File: config.mk
export PLATFORM = sky130hd
export DESIGN_NAME = rb_track
export DESIGN_NICKNAME = d
export VERILOG_FILES = /design/src/rtl/rb_pkg.sv /design/src/rtl/rb_fall_detect.sv /design/src/rtl/rb_mod_dist.sv /design/src/rtl/rb_flags.sv /design/src/rtl/rb_track.sv
export SDC_FILE = /design/constraint.sdc
export NUM_CORES = 1
export LEC_CHECK = 0
export CAP_MARGIN = 20
export CORE_ASPECT_RATIO = 0.75
export CORE_MARGIN = 2
export CORE_UTILIZATION = 55
export DETAILED_ROUTE_END_ITERATION = 7
export GPL_ROUTABILITY_DRIVEN = 0
export GPL_TIMING_DRIVEN = 0
export PLACE_DENSITY_LB_ADDON = 0.12
export SYNTH_ARGS = -nofsm -noshare
export SYNTH_HDL_FRONTEND = slang
export SYNTH_SLANG_ARGS = --single-unit
export TNS_END_PERCENT = 30
File: constraint.sdc
create_clock -name clk -period 5.9 [get_ports clk]
set_input_delay 0.59 -clock clk [delete_from_list [all_inputs] [get_ports clk]]
set_output_delay 0.59 -clock clk [all_outputs]
set_load 0.05 [all_outputs]
File: src/rtl/rb_pkg.sv
package rb_pkg;
    typedef enum logic [1:0] {
        MEM_SMALL = 2'd0,
        MEM_MID   = 2'd1,
        MEM_PAIR  = 2'd2,
        MEM_LARGE = 2'd3
    } mem_kind_e;

    // log2 of the buffer span in pointer units
    function automatic int unsigned span_log2(input mem_kind_e k, input int unsigned aw);
        case (k)
            MEM_SMALL: return aw - 4;
            MEM_MID:   return aw - 2;
            MEM_PAIR:  return aw - 1;
            default:   return aw;
        endcase
    endfunction

    // log2 of the guard area ahead of the read pointer
    function automatic int unsigned guard_log2(input mem_kind_e k, input int unsigned aw);
        case (k)
            MEM_SMALL:         return aw - 13;
            MEM_MID, MEM_PAIR: return aw - 12;
            default:           return aw - 11;
        endcase
    endfunction
endpackage

File: src/rtl/rb_fall_detect.sv
module rb_fall_detect (
    input  logic clk,
    input  logic rst_n,
    input  logic lvl,
    output logic fall
);
    logic lvl_d, lvl_q;

    always_comb begin
        lvl_d = lvl;
    end

    always_ff @(posedge clk) begin
        if (!rst_n) lvl_q <= 1'b0;
        else        lvl_q <= lvl_d;
    end

    assign fall = lvl_q & ~lvl;
endmodule

File: src/rtl/rb_mod_dist.sv
module rb_mod_dist #(
    parameter int AW = 16
) (
    input  logic [AW-1:0] a,
    input  logic [AW-1:0] b,
    input  logic [AW-1:0] mask,
    output logic [AW-1:0] d
);
    always_comb begin
        d = (a - b) & mask;
    end
endmodule

File: src/rtl/rb_flags.sv
module rb_flags (
    input  logic clk,
    input  logic rst_n,
    input  logic clr,
    input  logic wr_stop,
    input  logic stat_rd,
    input  logic hit,
    input  logic ev,
    input  logic eq_next,
    output logic empty,
    output logic ovf_state,
    output logic ovf_once
);
    typedef struct packed {
        logic empty;
        logic ovs;
        logic ovo;
    } fl_t;

    fl_t fl_d, fl_q;

    always_comb begin
        fl_d = fl_q;
        if (clr) begin
            fl_d = '0;
        end else begin
            if (wr_stop)  fl_d.ovs = 1'b0;
            else if (hit) fl_d.ovs = 1'b1;
            if (stat_rd)  fl_d.ovo = 1'b0;
            else if (hit) fl_d.ovo = 1'b1;
            if (!eq_next) fl_d.empty = 1'b0;
            else if (ev)  fl_d.empty = 1'b1;
        end
    end

    always_ff @(posedge clk) begin
        if (!rst_n) fl_q <= '0;
        else        fl_q <= fl_d;
    end

    assign empty     = fl_q.empty;
    assign ovf_state = fl_q.ovs;
    assign ovf_once  = fl_q.ovo;
endmodule

File: src/rtl/rb_track.sv
module rb_track #(
    parameter int ADDR_W = 16,
    parameter int RES_W  = 16
) (
    input  logic             clk,
    input  logic             rst_n,
    input  logic [1:0]       mem_sel,
    input  logic             sys_on,
    input  logic             rd_en,
    input  logic             wr_adv,
    input  logic             rd_adv,
    input  logic             wa_clr,
    input  logic             ra_clr,
    input  logic             blk_clk,
    input  logic             commit,
    input  logic             wr_stop,
    input  logic             stat_rd,
    output logic [RES_W-1:0] residual,
    output logic             empty,
    output logic             ovf_state,
    output logic             ovf_once,
    output logic             rd_go,
    output logic             mute_req
);
    import rb_pkg::*;

    localparam int NDIST = 3;

    typedef struct packed {
        logic [ADDR_W-1:0] wa;
        logic [ADDR_W-1:0] ra;
        logic [ADDR_W-1:0] vwa;
        logic [ADDR_W-1:0] cand;
    } ptr_t;

    ptr_t p_d, p_q;

    logic [ADDR_W-1:0] mask, rsv, limit;
    logic              blk_fall, rd_take, hit, ev;
    logic [ADDR_W-1:0] da [NDIST];
    logic [ADDR_W-1:0] db [NDIST];
    logic [ADDR_W-1:0] dd [NDIST];

    always_comb begin
        mask  = {ADDR_W{1'b1}} >> (ADDR_W - span_log2(mem_kind_e'(mem_sel), ADDR_W));
        rsv   = ADDR_W'(1) << guard_log2(mem_kind_e'(mem_sel), ADDR_W);
        limit = mask - rsv + ADDR_W'(1);
    end

    rb_fall_detect u_fall (
        .clk  (clk),
        .rst_n(rst_n),
        .lvl  (blk_clk),
        .fall (blk_fall)
    );

    // 0: confirmed data, 1: occupancy after update, 2: next confirmed data
    assign da[0] = p_q.vwa;
    assign db[0] = p_q.ra;
    assign da[1] = p_d.wa;
    assign db[1] = p_d.ra;
    assign da[2] = p_d.vwa;
    assign db[2] = p_d.ra;

    for (genvar gi = 0; gi < NDIST; gi++) begin : g_dist
        rb_mod_dist #(.AW(ADDR_W)) u_dist (
            .a   (da[gi]),
            .b   (db[gi]),
            .mask(mask),
            .d   (dd[gi])
        );
    end

    always_comb begin
        rd_go   = sys_on & rd_en & (dd[0] != '0);
        rd_take = rd_adv & rd_go;
        p_d     = p_q;
        if (wr_adv)   p_d.wa   = (p_q.wa + ADDR_W'(1)) & mask;
        if (rd_take)  p_d.ra   = (p_q.ra + ADDR_W'(1)) & mask;
        if (blk_fall) p_d.cand = p_q.wa & mask;
        if (commit)   p_d.vwa  = p_q.cand;
        if (wa_clr) begin
            p_d.wa   = '0;
            p_d.cand = '0;
            p_d.vwa  = '0;
        end
        if (ra_clr) p_d.ra = '0;
        hit = wr_adv & ~wa_clr & (dd[1] == limit);
        ev  = rd_take | commit;
    end

    always_ff @(posedge clk) begin
        if (!rst_n) p_q <= '0;
        else        p_q <= p_d;
    end

    rb_flags u_flags (
        .clk      (clk),
        .rst_n    (rst_n),
        .clr      (wa_clr | ra_clr),
        .wr_stop  (wr_stop),
        .stat_rd  (stat_rd),
        .hit      (hit),
        .ev       (ev),
        .eq_next  (dd[2] == '0),
        .empty    (empty),
        .ovf_state(ovf_state),
        .ovf_once (ovf_once)
    );

    assign residual = RES_W'(dd[0]);
    assign mute_req = sys_on & empty;
endmodule

==> results of run 1 <==
==> power groups by stage <==
stage / Sequential [mW] / Combinational (mW) / Clock, mW
finish: 0.461 / 0.105 / 0.518
global route: 0.461 / 0.114 / 0.540
CTS: 0.461 / 0.0977 / 0.520
detailed placement: 0.472 / 0.0935 / 0
global placement: 0.471 / 0.0916 / 0
floorplan: 0.472 / 0.0603 / 0
==> final cells by class <==
type | count | area [sq um]
multi-input combinational | 635 | 4640
fill | 827 | 3230
sequential | 68 | 1370
timing repair buffer | 51 | 464
clock buffer | 10 | 239
tap | 136 | 170
inverter | 39 | 146
buffer | 29 | 141
clock inverter | 6 | 46.3
==> metal layers <==
metal | part of all wire (%) | vias up | track usage, % | routed length [um]
li1 | - | 2911 | - | -
met3 | 8.7 | 34 | 6.38 | 1650
met1 | 45 | 2941 | 43.0 | 8560
met4 | 1.8 | 0 | 9.46 | 346
met2 | 44 | 286 | 50.6 | 8300
met5 | 0 | - | 0 | 0
==> cells in the mapped netlist, drive strengths merged, types with 3 or more instances <==
library cell	instances
xor2	22
o21ai	28
mux2i	23
clkbuf	27
a21o	14
or3	9
buf	6
o31a	3
nand3	13
nand2b	19
fa	4
a21boi	4
and3	8
and4	4
o211a	3
nor4	5
o21a	10
and2	8
nand2	41
xnor2	37
nor2	112
dfxtp	68
ha	57
nor3	51
a31oi	9
o211ai	8
o31ai	3
a21oi	42
inv	39
nand4	20
a41oi	3
o311ai	3
a22oi	14
a211oi	8
nor2b	10
mux2	3
or2	6
==> worst max path at each step <==
| stage | to |
|---|---|
| floorplan | u_flags.ovf_state |
| global placement | u_flags.empty |
| detailed placement | u_flags.empty |
| CTS | u_flags.ovf_once |
| global route | u_flags.ovf_state |
| finish | u_flags.ovf_state |
==> state kept, by name, indices dropped and copies added (netlist names) <==
register,count
p_q,32
db,16
u_flags.ovf_once,1
da,16
u_fall.lvl_q,1
u_flags.ovf_state,1
u_flags.empty,1
==> cell families (layout without fill, tap and decap cells) <==
family,Yosys count,after routing
and+or+nand+nor,316,316
AOI/OAI and AO/OA,173,173
buffers and inverters,72,135
DFF,68,68
adders and majority gates,61,61
xor gates and xnor gates,59,59
muxes,26,26
==> worst max-delay path, cell delays in order (launching register included) <==
cell and delay, ps:
dfxtp_2 340, inv_2 60, ha_2 190, fa_2 350, nand2b_4 160, a21oi_4 180, o22ai_2 120, o211a_1 250
mux2_4 320, nor4_4 360, a31oi_4 190, buf_8 180, a21o_1 210, nor2_4 230, ha_4 170, inv_1 40
fa_2 350, a21o_1 210, a21boi_2 210, o21bai_1 130, xor2_1 230, nand2_1 70, or3_1 330, a2111oi_2 310
o2111ai_1 190, nor2_2 180, nand4bb_1 120, nand3_1 100
==> repair_timing <==
item,4_1_cts,5_1_grt
hold buffers,0,0
pin swaps,12,21
setup buffers,7,11
hold endpoints to repair,0,0
gates cloned,0,0
setup endpoints to repair,3,3
gates resized for setup,42,42
==> metrics by stage <==
stage	utilization [%]	setup WS [ps]	cell area [sq um]
finish	69.1	63.6	7220
global route	69.1	-86.8	7220
CTS	66.5	11.5	6950
detailed placement	62.1	-1710	6480
global placement	62.1	-1560	6480
floorplan	-	12.2	5980
==> metrics.yaml, run 1 <==
timing:
  hold_viol_final: 0
  finalSetupViolCount: 0
  slew_headroom_pct: 53.7
  finalSetupTns_ps: 0
  fmax_ghz: 0.171
  finalCriticalPeriod_ps: 5840
  worst_pin_slew_ps: 695
  rsz0062_at_grt: "yes"
  slew_violations: 0
  final.setup_skew_ps: 12.4
  hold_ws_ps: 476
  period_share_pct: 98.9
logic_synthesis:
  synth_fa_ha_area_share_pct: 13.3
  muxShareOfSynthArea_pct: 4.42
  synthXorXnorAreaFrac_pct: 8.65
  synth_top_family_by_area: "simple AND/OR/NAND/NOR gates"
  synth-simple-area-share_pct: 26.2
  synth_compound_area_share_pct: 19.9
  yosys_most_used_dff: "dfxtp_1"
  synthTopCellsByArea: "dfxtp_1, ha_1, nor2_1"
  yosysWarnings: 0
  yosysUniqueCellTypes: 71
  synthArstFlopShare_pct: 0
  synth_top_area_share_pct: 22.8
  syn-cell-area_sq_um: 5980
  synth-seq-area-share_pct: 22.8
  postSynthAreaPerCell_sq_um: 7.71
  synth_cells: 775
  synth_edf_count: 0
  syn-num-nets: 850
  ys_ff_latch: 68
  synth_top_cell_by_area: "dfxtp_1"
final_layout:
  antennaDiodeCount: 0
  final_cell_count_no_fill: 974
  final_common_cell: "nor2_1"
  layout-drive-gt1-share_pct: 13.1
  final_nets: 908
  final_cell_mix: "nor2_1, dfxtp_1, nor3_1, ha_1, nand2_1"
  area_growth_pct: 20.7
route:
  wl_per_cell_um: 19.4
  drc: 0
  drt-initial-drc-count: 576
  vias: 6172
  drt_wl_total_um: 18900
  viasPerCell: 6.34
  ant_nets: 0
  first_pass_iters: 5
hold_path:
  hold-path-cell-count: 2
  worstHoldStart: "u_flags.ovf_once"
  hold_end: "u_flags.ovf_once"
  hp-class: "flip-flop to flip-flop"
clock_tree:
  insertion_delay_ps: 340
  htree_num_levels: 3
  clk_pin_slew_ps: 70
  cts.path.max_buffers: 2
  cts_tree: "yes"
  cts_root_buf: "clkbuf_16"
  clock_sinks: 68
  numCtsBuffers: 9
power_and_ir_drop:
  power_mw: 1.08
  power_density_nw_per_um2: 150
  power_frac_comb_pct: 9.7
  power_switching_uw: 288
  swShare_pct: 26.6
  p_clk_share_pct: 47.8
  ir_drop_mv: 0.170
  seq_power_share_pct: 42.5
  p_int_uw: 796
  p_leak_nw: 2.80
worst_setup_path:
  reg2regPathDepth: 27
  critical_path_arrival_ps: 6130
  r2r-start: "da[32]"
  worstPathRequired_ps: 6190
  start_kind: "flip-flop"
  crit_start: "da[32]"
  r2r_end: "u_flags.ovf_state"
  critPathCaptureType: "flip-flop"
  path_max_fanout: 5
  r2r_slack_ps: 60
  critPathKind: "flip-flop to flip-flop"
global_route:
  grt_pass1_vias: 5639
  grt_max_degree: 14
  track_usage_pct: 31.5
  overflow: 0
  antenna_found_initial: 0
  grt_pass1_wl_um: 29000
floorplanning:
  initial_core_util_pct: 57.2
  coreArea_sq_um: 10500
  die_w_um: 124
  fp.dieArea_sq_um: 11700
  rows: 32
  io_pins: 35
  dieHeight_um: 94.3
placement:
  portBuffers: 33
  dp_hpwl_um: 14400
  dp.cells: 944
run_status:
  outcome: "complete, no violations"
run:
  timing.max_cap.violations: 0
No activity file was read; power rests on OpenSTA's default activity.
==> run 2, diff against run 1 <==
--- a/config.mk
+++ b/config.mk
@@ -9,6 +9,7 @@
 export CORE_ASPECT_RATIO = 0.75
 export CORE_MARGIN = 2
 export CORE_UTILIZATION = 55
+export CTS_BUF_LIST = sky130_fd_sc_hd__clkbuf_16
 export DETAILED_ROUTE_END_ITERATION = 7
 export GPL_ROUTABILITY_DRIVEN = 0
 export GPL_TIMING_DRIVEN = 0
==> run 2 against run 1 <==
Against the previous run:
- setup slack got worse by 37 ps
- total power fell by 1.1%
- first-iteration DRC count fell by 4.9%
- clock skew fell by 0.96 ps
- sequential share of layout area barely moved
- via count rose by 0.19%
- cell area fell by 0.14%
- largest power group unchanged
- register-to-register slack got worse by 40 ps
- combinational power barely moved
- worst hold slack barely moved
- non-clock buffer count did not move
- highest routed layer unchanged
- critical path type unchanged
==> metrics.yaml, run 2 (same netlist as run 1, synthesis figures left out) <==
timing:
  finalSetupTns_ps: 0
  rsz0062_at_grt: "yes"
  fmax_ghz: 0.170
  hold_ws_ps: 476
  finalCriticalPeriod_ps: 5870
  final.setup_skew_ps: 11.4
  slew_violations: 0
  fin_ws_ps: 26.9
  worst_pin_slew_ps: 702
  slew_headroom_pct: 53.2
  period_share_pct: 99.5
  hold_viol_final: 0
  finalSetupViolCount: 0
clock_tree:
  clock_sinks: 68
  insertion_delay_ps: 350
  cts.path.max_buffers: 2
  htree_num_levels: 3
  cts_root_buf: "clkbuf_16"
  clk_pin_slew_ps: 70
  cts_tree: "yes"
  cts_hold_buf: 0
  numCtsBuffers: 9
route:
  ant_nets: 0
  wl_per_cell_um: 19.5
  first_pass_iters: 5
  drc: 0
  viasPerCell: 6.35
  drt_wl_total_um: 19000
  drt-initial-drc-count: 548
  vias: 6184
worst_setup_path:
  worstPathRequired_ps: 6190
  critical_path_arrival_ps: 6170
  cpMaxStageDelayCell: "nor4_4"
  start_kind: "flip-flop"
  critPathKind: "flip-flop to flip-flop"
  critPathCaptureType: "flip-flop"
  cpPeakStageDelay_ps: 360
  path_max_fanout: 5
final_layout:
  stdcell_area_sq_um: 7210
  final_cell_count_no_fill: 974
  fin_util_pct: 69.0
  area_growth_pct: 20.6
  regMostFlops: "p_q"
  layout-drive-gt1-share_pct: 13.0
  final_nets: 908
  antennaDiodeCount: 0
  final_cell_mix: "nor2_1, dfxtp_1, nor3_1, ha_1, nand2_1"
  largest_reg_flops: 32
  final_common_cell: "nor2_1"
floorplanning:
  io_pins: 35
  dieHeight_um: 94.3
  die_w_um: 124
  rows: 32
  fp.dieArea_sq_um: 11700
  coreArea_sq_um: 10500
  initial_core_util_pct: 57.2
run_status:
  outcome: "complete, no violations"
global_route:
  grt_pass1_vias: 5634
  antenna_found_initial: 0
  overflow: 0
  grt_pass1_wl_um: 29100
  grt_max_degree: 14
  track_usage_pct: 31.6
power_and_ir_drop:
  power_mw: 1.07
  p_leak_nw: 2.80
  power_density_nw_per_um2: 149
  ir_drop_mv: 0.162
placement:
  dpl_cell_area_sq_um: 6480
  dp_hpwl_um: 14400
  dp.cells: 944
  portBuffers: 33
  dp_slack_ps: -1710
hold_path:
  hp-class: "flip-flop to flip-flop"
run:
  timing.max_cap.violations: 0
-- run 2: worst max-delay path: cells and delay by family, from the launching register on --
family / cells / cell delay [ps]
fa+ha+maj: 4 / 1060
compound gates: 10 / 1980
flops: 1 / 340
mux: 1 / 320
xor+xnor: 1 / 250
buf+inv: 3 / 290
simple gates: 8 / 1560
-- run 2: cell type report --
type                       count  area, sq um
sequential                    68         1370
clock inverter                 7         50.0
inverter                      39          146
multi-input combinational    635         4640
tap                          136          170
clock buffer                   9          225
timing repair buffer          51          464
buffer                        29          141
fill                         829         3240
-- run 2: layer usage --
layer | GRT usage [%] | up-vias | part of all wire (%)
li1 | - | 2910 | -
met1 | 43.0 | 2970 | 45
met2 | 50.7 | 272 | 44
met3 | 6.38 | 32 | 8.7
met4 | 9.46 | 0 | 1.8
met5 | 0 | - | 0
-- run 2: what timing repair did --
| action | CTS | global route |
|---|---|---|
| buffers inserted | 7 | 11 |
| endpoints found under the setup margin | 3 | 3 |
| pin swaps | 12 | 22 |
| gates resized for setup | 42 | 42 |
| endpoints found under the hold margin | 0 | 0 |
-- run 2: final timing paths --
path | startpoint | endpoint | slack, ps | cells past startpoint
max reg2reg | da[32] | u_flags.ovf_state | 30 | 27
min reg2reg | u_flags.ovf_once | u_flags.ovf_once | 480 | 2
max | da[32] | u_flags.ovf_state | 30 | 27
min | u_flags.ovf_once | u_flags.ovf_once | 480 | 2
-- run 2: report_power, final --
part | internal, mW | switching, mW
logic | 0.0377 | 0.0674
registers | 0.460 | 0.00120
clock network | 0.286 | 0.221
total | 0.783 | 0.289
